### config.mk
export PLATFORM = sky130hd
export DESIGN_NAME = spawn_join_sched
export DESIGN_NICKNAME = d
export VERILOG_FILES = /design/src/rtl/sjs_pkg.sv /design/src/rtl/sjs_rst_sync.sv /design/src/rtl/sjs_rank.sv /design/src/rtl/sjs_issue.sv /design/src/rtl/sjs_occupancy.sv /design/src/rtl/spawn_join_sched.sv
export SDC_FILE = /design/constraint.sdc
export NUM_CORES = 1
export LEC_CHECK = 0
export BUFFER_PORTS_ARGS = -buffer_cell sky130_fd_sc_hd__buf_2
export CAP_MARGIN = 20
export CORE_ASPECT_RATIO = 1.2
export CORE_UTILIZATION = 58
export CTS_CLUSTER_DIAMETER = 50
export CTS_CLUSTER_SIZE = 40
export DETAILED_ROUTE_END_ITERATION = 6
export GPL_TIMING_DRIVEN = 0
export HOLD_SLACK_MARGIN = 0.15
export PLACE_DENSITY = 0.92
export SYNTH_ARGS = -nofsm -noshare
export SYNTH_HDL_FRONTEND = slang
export SYNTH_SLANG_ARGS = --single-unit
export TNS_END_PERCENT = 1
### constraint.sdc
create_clock -name clk -period 11.5 [get_ports clk]
set_input_delay 1.15 -clock clk [delete_from_list [all_inputs] [get_ports clk]]
set_output_delay 1.15 -clock clk [all_outputs]
set_load 0.01 [all_outputs]
### src/rtl/sjs_pkg.sv
package sjs_pkg;
  // Region lifecycle of the dispatcher.
  typedef enum logic {
    RGN_IDLE = 1'b0,
    RGN_RUN  = 1'b1
  } rgn_state_e;
endpackage

### src/rtl/sjs_rst_sync.sv
// Asynchronous assertion, synchronous two-stage release.
module sjs_rst_sync (
  input  logic clk,
  input  logic rst_n,
  output logic rst_sync_n
);
  logic stage_q;
  logic out_q;

  always_ff @(posedge clk or negedge rst_n) begin
    if (!rst_n) begin
      stage_q <= 1'b0;
      out_q   <= 1'b0;
    end else begin
      stage_q <= 1'b1;
      out_q   <= stage_q;
    end
  end

  assign rst_sync_n = out_q;
endmodule

### src/rtl/sjs_rank.sv
// Prefix count over eligible requesters: each gets its rank among them.
module sjs_rank #(
  parameter int N_TCU = 8,
  parameter int RW    = 4
) (
  input  logic [N_TCU-1:0]    elig,
  output logic [N_TCU*RW-1:0] rank_flat,
  output logic [RW-1:0]       total
);
  logic [RW-1:0] pre [N_TCU+1];

  assign pre[0] = '0;

  for (genvar g = 0; g < N_TCU; g++) begin : g_pre
    assign pre[g+1]               = pre[g] + RW'(elig[g]);
    assign rank_flat[g*RW +: RW]  = pre[g];
  end

  assign total = pre[N_TCU];
endmodule

### src/rtl/sjs_issue.sv
// Decides per-TCU grant / no-work and the ID each grant carries.
module sjs_issue #(
  parameter int N_TCU = 8,
  parameter int ID_W  = 32,
  parameter int RW    = 4
) (
  input  logic                   active,
  input  logic [ID_W:0]          nxt,
  input  logic [ID_W:0]          hi_ext,
  input  logic [N_TCU-1:0]       elig,
  input  logic [N_TCU*RW-1:0]    rank_flat,
  input  logic [RW-1:0]          total,
  output logic [N_TCU-1:0]       grant_d,
  output logic [N_TCU-1:0]       nowork_d,
  output logic [N_TCU*ID_W-1:0]  id_d,
  output logic [ID_W:0]          adv
);
  localparam int XW = ID_W + 1;

  logic [XW-1:0] avail;
  logic [XW-1:0] total_ext;

  always_comb begin
    if (nxt <= hi_ext) avail = hi_ext - nxt + XW'(1);
    else               avail = '0;
    total_ext = XW'(total);
    if (!active)                adv = '0;
    else if (total_ext < avail) adv = total_ext;
    else                        adv = avail;
  end

  for (genvar g = 0; g < N_TCU; g++) begin : g_slot
    logic [RW-1:0] rk;
    logic          hit;
    assign rk  = rank_flat[g*RW +: RW];
    assign hit = active & elig[g] & (XW'(rk) < avail);
    assign grant_d[g]             = hit;
    assign nowork_d[g]            = elig[g] & ~hit;
    assign id_d[g*ID_W +: ID_W]   = nxt[ID_W-1:0] + ID_W'(rk);
  end
endmodule

### src/rtl/sjs_occupancy.sv
// Tracks which TCUs currently hold a thread.
module sjs_occupancy #(
  parameter int N_TCU = 8
) (
  input  logic             clk,
  input  logic             rst_n,
  input  logic [N_TCU-1:0] grant_d,
  input  logic [N_TCU-1:0] done,
  output logic [N_TCU-1:0] busy_q,
  output logic             any_busy
);
  logic [N_TCU-1:0] busy_d;
  logic             busy_en;

  always_comb begin
    busy_d  = (busy_q & ~done) | grant_d;
    busy_en = |(grant_d | (busy_q & done));
  end

  always_ff @(posedge clk or negedge rst_n) begin
    if (!rst_n)       busy_q <= '0;
    else if (busy_en) busy_q <= busy_d;
  end

  assign any_busy = |busy_q;
endmodule

### src/rtl/spawn_join_sched.sv
module spawn_join_sched #(
  parameter int N_TCU = 8,
  parameter int ID_W  = 32
) (
  input  logic                  clk,
  input  logic                  rst_n,
  input  logic                  spawn_valid,
  input  logic [ID_W-1:0]       spawn_lo,
  input  logic [ID_W-1:0]       spawn_hi,
  output logic                  spawn_ack,
  output logic                  spawn_err,
  output logic                  region_busy,
  output logic                  join_done,
  input  logic [N_TCU-1:0]      tcu_req,
  input  logic [N_TCU-1:0]      tcu_done,
  output logic [N_TCU-1:0]      tcu_grant,
  output logic [N_TCU-1:0]      tcu_nowork,
  output logic [N_TCU*ID_W-1:0] tcu_id
);
  import sjs_pkg::*;

  localparam int RW = $clog2(N_TCU + 1);
  localparam int XW = ID_W + 1;

  logic rst_i_n;

  sjs_rst_sync u_rst (
    .clk        (clk),
    .rst_n      (rst_n),
    .rst_sync_n (rst_i_n)
  );

  // Region state
  rgn_state_e rgn_q, rgn_d;
  logic [XW-1:0] nxt_q, nxt_d;
  logic [XW-1:0] hi_q;
  logic          nxt_en;

  logic          active, exhausted, join_fire, accept, reject;
  logic [N_TCU-1:0] busy_q, elig;
  logic             any_busy;

  logic [N_TCU*RW-1:0]   rank_flat;
  logic [RW-1:0]         total;
  logic [N_TCU-1:0]      grant_d, nowork_d;
  logic [N_TCU*ID_W-1:0] id_d;
  logic [XW-1:0]         adv;

  assign active = (rgn_q == RGN_RUN);
  assign elig   = tcu_req & ~busy_q;

  sjs_rank #(.N_TCU(N_TCU), .RW(RW)) u_rank (
    .elig      (elig),
    .rank_flat (rank_flat),
    .total     (total)
  );

  sjs_issue #(.N_TCU(N_TCU), .ID_W(ID_W), .RW(RW)) u_issue (
    .active    (active),
    .nxt       (nxt_q),
    .hi_ext    (hi_q),
    .elig      (elig),
    .rank_flat (rank_flat),
    .total     (total),
    .grant_d   (grant_d),
    .nowork_d  (nowork_d),
    .id_d      (id_d),
    .adv       (adv)
  );

  sjs_occupancy #(.N_TCU(N_TCU)) u_occ (
    .clk      (clk),
    .rst_n    (rst_i_n),
    .grant_d  (grant_d),
    .done     (tcu_done),
    .busy_q   (busy_q),
    .any_busy (any_busy)
  );

  // Next-state logic
  always_comb begin
    exhausted = nxt_q > hi_q;
    join_fire = active & exhausted & ~any_busy;
    accept    = spawn_valid & ~active;
    reject    = spawn_valid & active;

    rgn_d = rgn_q;
    if (join_fire)   rgn_d = RGN_IDLE;
    else if (accept) rgn_d = RGN_RUN;

    nxt_d  = nxt_q + adv;
    nxt_en = active & (|grant_d);
    if (accept) begin
      nxt_d  = {1'b0, spawn_lo};
      nxt_en = 1'b1;
    end
  end

  // Region registers
  always_ff @(posedge clk or negedge rst_i_n) begin
    if (!rst_i_n) begin
      rgn_q <= RGN_IDLE;
      nxt_q <= '0;
      hi_q  <= '0;
    end else begin
      rgn_q <= rgn_d;
      if (nxt_en) nxt_q <= nxt_d;
      if (accept) hi_q  <= {1'b0, spawn_hi};
    end
  end

  // Response registers
  logic             ack_q, err_q, join_q;
  logic [N_TCU-1:0] grant_q, nowork_q;
  logic [ID_W-1:0]  id_q [N_TCU];

  always_ff @(posedge clk or negedge rst_i_n) begin
    if (!rst_i_n) begin
      ack_q    <= 1'b0;
      err_q    <= 1'b0;
      join_q   <= 1'b0;
      grant_q  <= '0;
      nowork_q <= '0;
    end else begin
      ack_q    <= accept;
      err_q    <= reject;
      join_q   <= join_fire;
      grant_q  <= grant_d;
      nowork_q <= nowork_d;
    end
  end

  for (genvar g = 0; g < N_TCU; g++) begin : g_idreg
    always_ff @(posedge clk or negedge rst_i_n) begin
      if (!rst_i_n)        id_q[g] <= '0;
      else if (grant_d[g]) id_q[g] <= id_d[g*ID_W +: ID_W];
    end
    assign tcu_id[g*ID_W +: ID_W] = id_q[g];
  end

  assign spawn_ack   = ack_q;
  assign spawn_err   = err_q;
  assign join_done   = join_q;
  assign region_busy = active;
  assign tcu_grant   = grant_q;
  assign tcu_nowork  = nowork_q;
endmodule

==> metrics.cfg <==
[outcome]
outcome = finished with violations
violations = DRC

[synth]
yosysUniqueCellTypes = 82
ys.warnings.count = 0
post-synth-top-count-cell = nand2_1
synth_area_mm2 = 0.0224
synth_top_area_share = 0.392
synthFlopType = dfrtp_1
synth_area_per_cell_um2 = 8.69
ys_seq_area_frac = 0.392
yosys-top-cells-count = 442 x nand2_1, 351 x dfrtp_1, 332 x o21ai_0
async_reset_ff_frac = 1.00
yosys-top-cells-area = dfrtp_1 39%, ha_1 9.9%, xnor2_1 9.3%, o21ai_0 7.4%, nand2_1 7.4%
synth_edf_count = 0
synth.ff_latch_count = 351
syn_inst = 2582
synth_area_leader_cell = dfrtp_1

[grt]
grt_overflow = 0
antenna_found_initial = 3
grt_pass1_wl_mm = 136
grt_util_all_layers = 0.470
grt_pass1_vias = 22300
grt_max_degree = 75

[worst_hold_path]
hold_depth = 0
min_path_type = register to register
min_from = u_rst.stage_q$_DFF_PN0_
hold_path_end = u_rst.rst_sync_n$_DFF_PN0_

[critical_path]
endpoint_kind = register
r2r_cells = 31
r2r_slack_ps = 1150
critPathKind = register to register
cp-start-kind = register
crit_family = compound AO/OA/AOI/OAI gates
worstPathArrival_ps = 10820
crit_slowest_cell = o41ai_4
reg2reg_from = nxt_q[17]$_DFFE_PN0P_
path_max_fanout = 8
crit_required_ps = 11970
path_buf_inv = 3
crit_path_max_incr_delay_ps = 700
r2r-end = nxt_q[31]$_DFFE_PN0P_

[route]
routedWlPerCell_um = 26.4
vias = 22600
initialDrtViolationCount = 2443
postRouteWirelength_mm = 93.0
firstDrtPassIters = 7
ant_nets = 0
drc = 2
drt-vias-per-instance = 6.40

[clock_tree]
cts_hold_buffers = 0
clk_latency_ps = 560
root_buffer = clkbuf_16
clock-sinks = 351
cts_tree = yes
clkTransAtPathRegs_ps = 70
cts_made_buffers = 36
htreeDepth = 2
cts_buffer_depth = 3
ctsResizeCount = 0
post-cts-setup-buffers = 0

[die]
die_w_um = 182
die_area_mm2 = 0.0395
initial_core_util = 0.591
io_pins = 359
chipHeight_um = 217
rows = 78
core_mm2 = 0.0380

[place]
dp_hpwl_mm = 73.2
dp.cells = 3454
gp_congestion = 1.02
numPortBuffers = 358

[layout]
layout.cells.non_filler = 3522
drive_gt1_frac = 0.166
multi_input_area_mm2 = 0.0128
area_delta_synth_final_pct = 17.3
fill_cells = 3028
seqCellArea_mm2 = 0.00879
finalNetCount = 3287

[flow_run]
maxCapViolCount = 0

[sta]
finalSetupViolCount = 0
relSlewSlack = 0.141
max_freq_ghz = 0.0966
final_max_slew_viol_count = 0
min_period_ps = 10350
skew_ps = 27.5
post-route-period-util = 0.900
worst_slew_pin_slew_ps = 1280
rsz0062_at_grt = false
hold_viol_final = 0

==> metal layers <==
layer | track usage | vias to the layer above | wire length, um | share of wire
met3 | 0.104 | 492 | 9020 | 0.097
li1 | - | 9727 | - | -
met5 | 0 | - | 21 | 0.00023
met4 | 0.440 | 4 | 9780 | 0.11
met1 | 0.516 | 10700 | 31500 | 0.34
met2 | 0.759 | 1655 | 42700 | 0.46
==> how the worst max path moves through the flow <==
stage | start | end | slack, ps | cells after the start
CTS | nxt_q[2]$_DFFE_PN0P_ | nxt_q[31]$_DFFE_PN0P_ | 1460 | 31
finish | nxt_q[17]$_DFFE_PN0P_ | nxt_q[31]$_DFFE_PN0P_ | 1150 | 31
global placement | u_rst.rst_sync_n$_DFF_PN0_ | u_occ.busy_q[5]$_DFFE_PN0P_ | -2640 | 0
floorplan | u_rst.rst_sync_n$_DFF_PN0_ | hi_q[0]$_DFFE_PN0P_ | 990 | 0
global route | nxt_q[2]$_DFFE_PN0P_ | nxt_q[31]$_DFFE_PN0P_ | 630 | 31
detailed placement | tcu_req[0] | nxt_q[31]$_DFFE_PN0P_ | 1400 | 32
==> cells by family (layout without fill, tap and decap cells) <==
group                    Yosys count  after routing  synth area share
XOR/XNOR                         258            258             0.101
multiplexers                      14             14           0.00670
adder cells (fa/ha/maj)          189            189             0.109
buffers and inverters            249            681            0.0439
AND/OR/NAND/NOR                  904            904             0.182
flip-flops                       351            351             0.392
other                              2             30          0.000335
AO/OA/AOI/OAI                    615            615             0.165
==> flip-flops by register name (all words and copies together) (netlist names) <==
register and flops:
tcu_nowork 8, u_occ.busy_q 8, tcu_id 256, u_rst.rst_sync_n 1, spawn_ack 1, tcu_grant 8, join_done 1, nxt_q 33
region_busy 1, spawn_err 1, u_rst.stage_q 1, hi_q 32
==> placed cells by master, fill, tap and decap left out, drive strengths merged, types with 28 or more instances in the layout <==
master	instances
a31oi	34
ha	178
nor2	181
a21oi	78
inv	126
nor3	39
nand3	51
xnor2	239
conb	29
nand2	442
a21o	30
o21ai	338
clkbuf	136
dfrtp	351
nand4	52
and2	28
buf	402
==> layout make-up <==
| class | count | share of cell area |
|---|---|---|
| multi-input cells | 2009 | 0.485 |
| repair buffers | 368 | 0.0744 |
| diodes | 1 | 0.0000951 |
| plain buffers | 130 | 0.0205 |
| clock buffers | 40 | 0.0356 |
| clock inverters | 24 | 0.0103 |
| well taps | 480 | 0.0228 |
| inverters | 119 | 0.0170 |
| flip-flops and latches | 351 | 0.334 |
==> per-stage QoR <==
stage          hold slack (ps)  setup WS [ps]  cell area [um2]   util  setup TNS (ps)
2_1_floorplan              331            993            22500      -               0
3_3_place_gp               337          -2640            24900  0.656         -902280
3_5_place_dp               339           1400            25100  0.660               0
4_1_cts                    353           1460            26300  0.692               0
5_1_grt                    356            631            26300  0.693               0
6_report                   352           1150            26300  0.693               0
Power is left out: the tool's default activity adds up to more than one toggle a clock period on the data nets, which glitch-free logic cannot reach.
